[config.mk]
export PLATFORM = sky130hd
export DESIGN_NAME = div_seq_top
export DESIGN_NICKNAME = d
export VERILOG_FILES = /design/src/rtl/div_seq_pkg.sv /design/src/rtl/div_seq_prep.sv /design/src/rtl/div_seq_core.sv /design/src/rtl/div_seq_sign.sv /design/src/rtl/div_seq_top.sv
export SDC_FILE = /design/constraint.sdc
export NUM_CORES = 1
export LEC_CHECK = 0
export CORE_MARGIN = 3
export CORE_UTILIZATION = 30
export DETAILED_ROUTE_END_ITERATION = 8
export SETUP_SLACK_MARGIN = 0.1
export SLEW_MARGIN = 20
export SYNTH_ARGS = -nofsm -noshare
export SYNTH_HDL_FRONTEND = slang
export SYNTH_HIERARCHICAL = 1
export SYNTH_SLANG_ARGS = --single-unit
[constraint.sdc]
create_clock -name clk -period 4.39 [get_ports clk]
set_input_delay 1.317 -clock clk [delete_from_list [all_inputs] [get_ports clk]]
set_output_delay 1.317 -clock clk [all_outputs]
set_load 0.02 [all_outputs]
[src/rtl/div_seq_pkg.sv]
package div_seq_pkg;

   typedef enum logic [1:0] {
      ST_IDLE = 2'd0,
      ST_ITER = 2'd1,
      ST_SIGN = 2'd2
   } div_state_e;

   // bit 1: remainder wanted, bit 0: unsigned operands
   typedef struct packed {
      logic is_rem;
      logic is_unsigned;
   } div_op_t;

endpackage

[src/rtl/div_seq_prep.sv]
module div_seq_prep
   import div_seq_pkg::*;
#(
   parameter int XLEN = 32
) (
   input  logic            clk,
   input  logic            rst_n,
   input  logic            load_i,
   input  div_op_t         op_i,
   input  logic [XLEN-1:0] dividend_i,
   input  logic [XLEN-1:0] divisor_i,
   output logic [XLEN-1:0] dvd_mag_o,
   output logic [XLEN-1:0] dvs_mag_o,
   output logic            sel_rem_o,
   output logic            fix_o
);

   generate
      if (XLEN < 4) begin : g_bad_xlen
         $error("div_seq_prep: XLEN must be at least 4");
      end
   endgenerate

   logic            dvd_neg;
   logic            dvs_neg;
   logic            dvs_zero;
   logic            fix_d;
   logic            sel_rem_q;
   logic            fix_q;

   assign dvd_neg  = !op_i.is_unsigned && dividend_i[XLEN-1];
   assign dvs_neg  = !op_i.is_unsigned && divisor_i[XLEN-1];
   assign dvs_zero = (divisor_i == '0);

   assign dvd_mag_o = dvd_neg ? (~dividend_i + 1'b1) : dividend_i;
   assign dvs_mag_o = dvs_neg ? (~divisor_i + 1'b1) : divisor_i;

   // remainder follows dividend; quotient follows sign xor, except for /0
   always_comb begin
      if (op_i.is_rem) begin
         fix_d = dvd_neg;
      end else begin
         fix_d = (dvd_neg ^ dvs_neg) && !dvs_zero;
      end
   end

   always_ff @(posedge clk or negedge rst_n) begin
      if (!rst_n) begin
         sel_rem_q <= 1'b0;
         fix_q     <= 1'b0;
      end else if (load_i) begin
         sel_rem_q <= op_i.is_rem;
         fix_q     <= fix_d;
      end
   end

   assign sel_rem_o = sel_rem_q;
   assign fix_o     = fix_q;


   op_hold_chk: assert property (@(posedge clk) disable iff (!rst_n)
      !load_i |=> $stable(sel_rem_q) && $stable(fix_q));

endmodule

[src/rtl/div_seq_core.sv]
module div_seq_core #(
   parameter int XLEN = 32
) (
   input  logic            clk,
   input  logic            rst_n,
   input  logic            load_i,
   input  logic            step_i,
   input  logic [XLEN-1:0] dvd_mag_i,
   input  logic [XLEN-1:0] dvs_mag_i,
   output logic [XLEN-1:0] quo_nxt_o,
   output logic [XLEN-1:0] rem_nxt_o
);

   localparam int SW = XLEN + 1;

   generate
      if (XLEN < 4) begin : g_bad_xlen
         $error("div_seq_core: XLEN must be at least 4");
      end
   endgenerate

   logic [XLEN-1:0] rem_q;
   logic [XLEN-1:0] quo_q;
   logic [XLEN-1:0] dvs_q;
   logic [SW-1:0]   shifted;
   logic [SW-1:0]   trial;
   logic            fits;

   assign shifted   = {rem_q, quo_q[XLEN-1]};
   assign fits      = (shifted >= {1'b0, dvs_q});
   assign trial     = shifted - {1'b0, dvs_q};
   assign rem_nxt_o = fits ? trial[XLEN-1:0] : shifted[XLEN-1:0];
   assign quo_nxt_o = {quo_q[XLEN-2:0], fits};

   always_ff @(posedge clk or negedge rst_n) begin
      if (!rst_n) begin
         rem_q <= '0;
         quo_q <= '0;
         dvs_q <= '0;
      end else if (load_i) begin
         rem_q <= '0;
         quo_q <= dvd_mag_i;
         dvs_q <= dvs_mag_i;
      end else if (step_i) begin
         rem_q <= rem_nxt_o;
         quo_q <= quo_nxt_o;
      end
   end


   zero_div_bit_chk: assert property (@(posedge clk) disable iff (!rst_n)
      (step_i && !load_i && dvs_q == '0) |=> quo_q[0]);


   rem_bound_chk: assert property (@(posedge clk) disable iff (!rst_n)
      (step_i && !load_i && dvs_q != '0) |=> (rem_q < dvs_q));

endmodule

[src/rtl/div_seq_sign.sv]
module div_seq_sign #(
   parameter int XLEN = 32
) (
   input  logic            clk,
   input  logic            rst_n,
   input  logic            capture_i,
   input  logic            apply_i,
   input  logic [XLEN-1:0] raw_i,
   input  logic            fix_i,
   output logic [XLEN-1:0] result_o,
   output logic            done_o
);

   generate
      if (XLEN < 4) begin : g_bad_xlen
         $error("div_seq_sign: XLEN must be at least 4");
      end
   endgenerate

   logic [XLEN-1:0] raw_q;
   logic            fix_q;
   logic [XLEN-1:0] res_q;
   logic            done_q;

   always_ff @(posedge clk or negedge rst_n) begin
      if (!rst_n) begin
         raw_q <= '0;
         fix_q <= 1'b0;
      end else if (capture_i) begin
         raw_q <= raw_i;
         fix_q <= fix_i;
      end
   end

   always_ff @(posedge clk or negedge rst_n) begin
      if (!rst_n) begin
         res_q  <= '0;
         done_q <= 1'b0;
      end else begin
         done_q <= apply_i;
         if (apply_i) begin
            res_q <= fix_q ? (~raw_q + 1'b1) : raw_q;
         end
      end
   end

   assign result_o = res_q;
   assign done_o   = done_q;


   done_pulse_chk: assert property (@(posedge clk) disable iff (!rst_n)
      done_q |=> !done_q);


   result_hold_chk: assert property (@(posedge clk) disable iff (!rst_n)
      !done_q |-> $stable(res_q));


   capture_before_apply_chk: assert property (@(posedge clk) disable iff (!rst_n)
      capture_i |=> apply_i);

endmodule

[src/rtl/div_seq_top.sv]
module div_seq_top
   import div_seq_pkg::*;
#(
   parameter int XLEN = 32
) (
   input  logic            clk,
   input  logic            rst_n,
   input  logic            start_i,
   input  logic [1:0]      op_i,
   input  logic [XLEN-1:0] dividend_i,
   input  logic [XLEN-1:0] divisor_i,
   output logic            busy_o,
   output logic            done_o,
   output logic [XLEN-1:0] result_o
);

   localparam int CNT_W = $clog2(XLEN);
   localparam logic [CNT_W-1:0] LAST = CNT_W'(XLEN - 1);

   generate
      if ((XLEN & (XLEN - 1)) != 0) begin : g_bad_pow2
         $error("div_seq_top: XLEN must be a power of two");
      end
   endgenerate

   div_state_e      state_q;
   logic [CNT_W-1:0] cnt_q;
   logic            load;
   logic            step;
   logic            capture;
   logic            apply;
   div_op_t         op;
   logic [XLEN-1:0] dvd_mag;
   logic [XLEN-1:0] dvs_mag;
   logic            sel_rem;
   logic            fix;
   logic [XLEN-1:0] quo_nxt;
   logic [XLEN-1:0] rem_nxt;
   logic [XLEN-1:0] raw_sel;

   assign op      = div_op_t'(op_i);
   assign load    = start_i && (state_q == ST_IDLE);
   assign step    = (state_q == ST_ITER);
   assign capture = step && (cnt_q == LAST);
   assign apply   = (state_q == ST_SIGN);
   assign raw_sel = sel_rem ? rem_nxt : quo_nxt;
   assign busy_o  = (state_q != ST_IDLE);

   always_ff @(posedge clk or negedge rst_n) begin
      if (!rst_n) begin
         state_q <= ST_IDLE;
         cnt_q   <= '0;
      end else begin
         unique case (state_q)
            ST_IDLE: begin
               cnt_q <= '0;
               if (load) state_q <= ST_ITER;
            end
            ST_ITER: begin
               cnt_q <= cnt_q + 1'b1;
               if (cnt_q == LAST) state_q <= ST_SIGN;
            end
            ST_SIGN: begin
               state_q <= ST_IDLE;
            end
            default: state_q <= ST_IDLE;
         endcase
      end
   end

   div_seq_prep #(.XLEN(XLEN)) prep_i (
      .clk        (clk),
      .rst_n      (rst_n),
      .load_i     (load),
      .op_i       (op),
      .dividend_i (dividend_i),
      .divisor_i  (divisor_i),
      .dvd_mag_o  (dvd_mag),
      .dvs_mag_o  (dvs_mag),
      .sel_rem_o  (sel_rem),
      .fix_o      (fix)
   );

   div_seq_core #(.XLEN(XLEN)) core_i (
      .clk       (clk),
      .rst_n     (rst_n),
      .load_i    (load),
      .step_i    (step),
      .dvd_mag_i (dvd_mag),
      .dvs_mag_i (dvs_mag),
      .quo_nxt_o (quo_nxt),
      .rem_nxt_o (rem_nxt)
   );

   div_seq_sign #(.XLEN(XLEN)) sign_i (
      .clk       (clk),
      .rst_n     (rst_n),
      .capture_i (capture),
      .apply_i   (apply),
      .raw_i     (raw_sel),
      .fix_i     (fix),
      .result_o  (result_o),
      .done_o    (done_o)
   );


   done_not_busy_chk: assert property (@(posedge clk) disable iff (!rst_n)
      done_o |-> !busy_o);


   sign_after_iter_chk: assert property (@(posedge clk) disable iff (!rst_n)
      (state_q == ST_SIGN) |-> ($past(state_q) == ST_ITER && $past(cnt_q) == LAST));


   done_after_sign_chk: assert property (@(posedge clk) disable iff (!rst_n)
      (state_q == ST_SIGN) |=> done_o);


   busy_start_ignored_chk: assert property (@(posedge clk) disable iff (!rst_n)
      (state_q == ST_ITER && start_i && cnt_q != LAST) |=>
         (state_q == ST_ITER && cnt_q == CNT_W'($past(cnt_q) + 1'b1)));


   reset_idle_chk: assert property (@(posedge clk)
      !rst_n |-> (!busy_o && !done_o && result_o == '0));

endmodule

==> flow_metrics.tcl <==
set metrics [dict create \
    status "finished, final reports clean" \
    syn_area_mm2 0.0120 \
    cts_buffers 17 \
    synth_nets 1432 \
    synth.area.mux_share_pct 11.6 \
    dr.pass1.iters 5 \
    synth-xor-area-share_pct 8.37 \
    area_delta_synth_final_pct 15.7 \
    drt-vias-per-instance 5.14 \
    critPathBufInv 2 \
    die_h_um 206 \
    nFillCells 4047 \
    clock_latency_ns 0.45 \
    clk_path_buf_depth 2 \
    critPathLaunchType "flip-flop" \
    cap_violations 0 \
    cts_setup_buffers 0 \
    initial_core_util_pct 30.8 \
    cp_common_cell "a21oi_1" \
    synthCells 1325 \
    antenna_found_initial 0 \
    cts_hold_buf 0 \
    synth-edff-count 0 \
    timing.final.crit_share_pct 86.4 \
    syn_area_per_cell_um2 9.08 \
    endpoint_kind "flip-flop" \
    grt_max_degree 75 \
    dieWidth_um 206 \
    coreArea_mm2 0.0391 \
    cts_tree "built" \
    ys_warn_count 6 \
    clk_pin_slew_ns 0.08 \
    crit_fanout 39 \
    rrSetupSlack_ns 0.60 \
    slowest_delay_ns 0.45 \
    setup_tns_ns 0 \
    grt_overflow 0 \
    die_area_mm2 0.0425 \
    grt_pass1_vias 9697 \
    ys_types 78 \
    worst_pin_slew_ns 0.798 \
    ctsRootBufferMaster "clkbuf_16" \
    drive_gt1_share_pct 12.9 \
    slew_headroom_pct 46.8 \
    peakVddDrop_v 0.000368 \
    rows 72 \
    first_iter_violations 603 \
    htreeDepth 4 \
    synthArstFlopShare_pct 100 \
    setup_viol 0 \
    hold_viol 0 \
    worst_ep_arrival_time_ns 4.13 \
    n_antenna_cell 0 \
    p_per_area_mw_per_mm2 873 \
    synth_top_family_by_area "compound AO/OA/AOI/OAI gates" \
    slew_violations 0 \
    cp_slowest_cell "dfrtp_1" \
    synthFlopType "dfrtp_1" \
    worst_hold_slack_ns 0.521 \
    cp_cell_sequence "ha_1 -> a21oi_1 -> o21ai_0 -> a21oi_1 -> a21oi_1 -> a221o_1 -> a31oi_2 -> o21a_4 -> inv_2 -> buf_4 -> nor2_1 -> nor2_1 -> mux2_4 -> mux2_2" \
    crit_family "compound AO/OA/AOI/OAI gates" \
    cts_resized 0 \
    dp_hpwl_um 24600 \
    nets 1472 \
    yosysSeqAreaShare_pct 35.6 \
    drt-total-wl_um 32800 \
    hold_class "flip-flop to flip-flop" \
    vias 9751 \
    min_period_ns 3.79 \
    route.detailed.drc 0 \
    io_buffers 102 \
    grt_pass1_wl_um 51900 \
    critical_path_class "flip-flop to flip-flop" \
    gp_congestion 0.884 \
    ant_nets 0 \
    grt_usage_pct 15.4 \
    p_leak_nw 5.99 \
    synth_compound_area_share_pct 17.9 \
    synth_fa_ha_area_share_pct 4.01 \
    wl_per_cell_um 17.3 \
    fmax_mhz 264 \
    synthSimpleGateAreaFrac_pct 15.5 \
    ys_ff_latch 171 \
    cts.sinks 171 \
    critPathRequiredTime_ns 4.73 \
    ios 103 \
    grt_setup_unrepaired "false" \
    skew_ns 0.0215 \
]
registers in the layout (all words and copies together) (netlist names):
signal and count:
core_i/dvs_q 32, sign_i/fix_q 1, prep_i/fix_o 1, cnt_q 5
state_q 2, sign_i/done_o 1, prep_i/sel_rem_o 1, core_i/rem_q 32
sign_i/raw_q 32, sign_i/result_o 32, core_i/quo_q 32
power by group:
part	total, mW	switching, mW	internal [mW]	leakage, nW
clock network	1.53	0.758	0.769	0.293
logic	7.63	4.07	3.55	3.58
registers	3.00	0.702	2.30	2.12
total	12.2	5.53	6.62	5.99
layout make-up:
class,count,area (um2),area share (%)
Timing Repair Buffer,128,1230,8.84
Clock buffer,17,425,3.06
Inverter,63,236,1.70
Sequential cell,171,4280,30.8
Clock inverter,15,173,1.24
Multi-Input combinational cell,984,6920,49.7
Tap cell,518,648,4.66
metrics by stage:
| stage | utilization [%] | cell area, um2 | power, mW | setup WS, ns | cells |
|---|---|---|---|---|---|
| finish | 35.6 | 13900 | 12.2 | 0.598 | 1896 |
| global route | 35.6 | 13900 | 13.1 | 0.360 | 1896 |
| CTS | 35.6 | 13900 | 12.2 | 0.641 | 1896 |
| detailed placement | 34.1 | 13300 | 10.6 | 0.402 | 1864 |
| global placement | 34.1 | 13300 | 10.5 | 0.444 | 1864 |
| floorplan | - | 12000 | 8.80 | 1.16 | 1325 |
placed cells by master, fill, tap and decap left out, types with 13 or more instances in the layout:
cell type          n
dfrtp_1          169
nand2_1          129
nor2_1           105
o21ai_0          104
a21oi_1          103
clkdlybuf4s50_1  101
xor2_1            63
inv_1             61
xnor2_1           52
mux2_2            48
ha_1              37
mux2i_1           35
mux2_4            30
buf_4             25
nor3_1            19
clkbuf_16         17
o31ai_1           17
nand3_1           16
nand4_1           15
a21o_1            14
nor4_1            13
worst min-delay path, delay by kind of cell (launching register included):
family	cells	cell delay (ns)
AND/OR/NAND/NOR	1	0.04
flip-flops	1	0.34
AO/OA/AOI/OAI	1	0.10
metal layers:
| layer | GRT usage (%) | wire (um) | vias up |
|---|---|---|---|
| li1 | - | - | 4739 |
| met1 | 18.7 | 13800 | 4776 |
| met2 | 28.2 | 17300 | 190 |
| met3 | 1.43 | 768 | 46 |
| met4 | 5.75 | 935 | 0 |
| met5 | 0 | 0 | - |
cell families (layout without fill, tap and decap cells):
family                   count (synthesis)  count (layout)
AO/OA/AOI/OAI                          332             332
XOR/XNOR                               115             115
adder cells (fa/ha/maj)                 38              38
buffers and inverters                  170             223
flip-flops                             171             171
multiplexers                           118             118
AND/OR/NAND/NOR                        381             381
cell usage after synthesis, types with 12 or more instances:
cell	number	area, um2
nand4_1	15	93.8
nand2_1	129	484
ha_1	37	463
clkbuf_1	57	214
buf_4	36	270
a21o_1	14	105
a21oi_1	103	515
mux2_2	48	541
nor2_1	107	402
nor2b_1	12	75.1
dfrtp_1	171	4280
nor3_1	19	95.1
mux2i_1	35	350
xor2_1	63	552
xnor2_1	52	455
o31ai_1	17	128
inv_1	61	229
mux2_4	30	450
nand3_1	16	80.1
o21ai_0	104	521
nor4_1	13	81.3
final timing paths:
path,cells past startpoint,startpoint,end
max,14,core_i/rem_q[19],sign_i/raw_q[2]
min,2,sign_i/result_o[17],sign_i/result_o[17]
max reg2reg,14,core_i/rem_q[19],sign_i/raw_q[2]
min reg2reg,2,sign_i/result_o[17],sign_i/result_o[17]
max in group asynchronous,2,rst_n,prep_i/sel_rem_o
min in group asynchronous,1,rst_n,sign_i/result_o[20]
No activity file was read; power rests on OpenSTA's default activity.
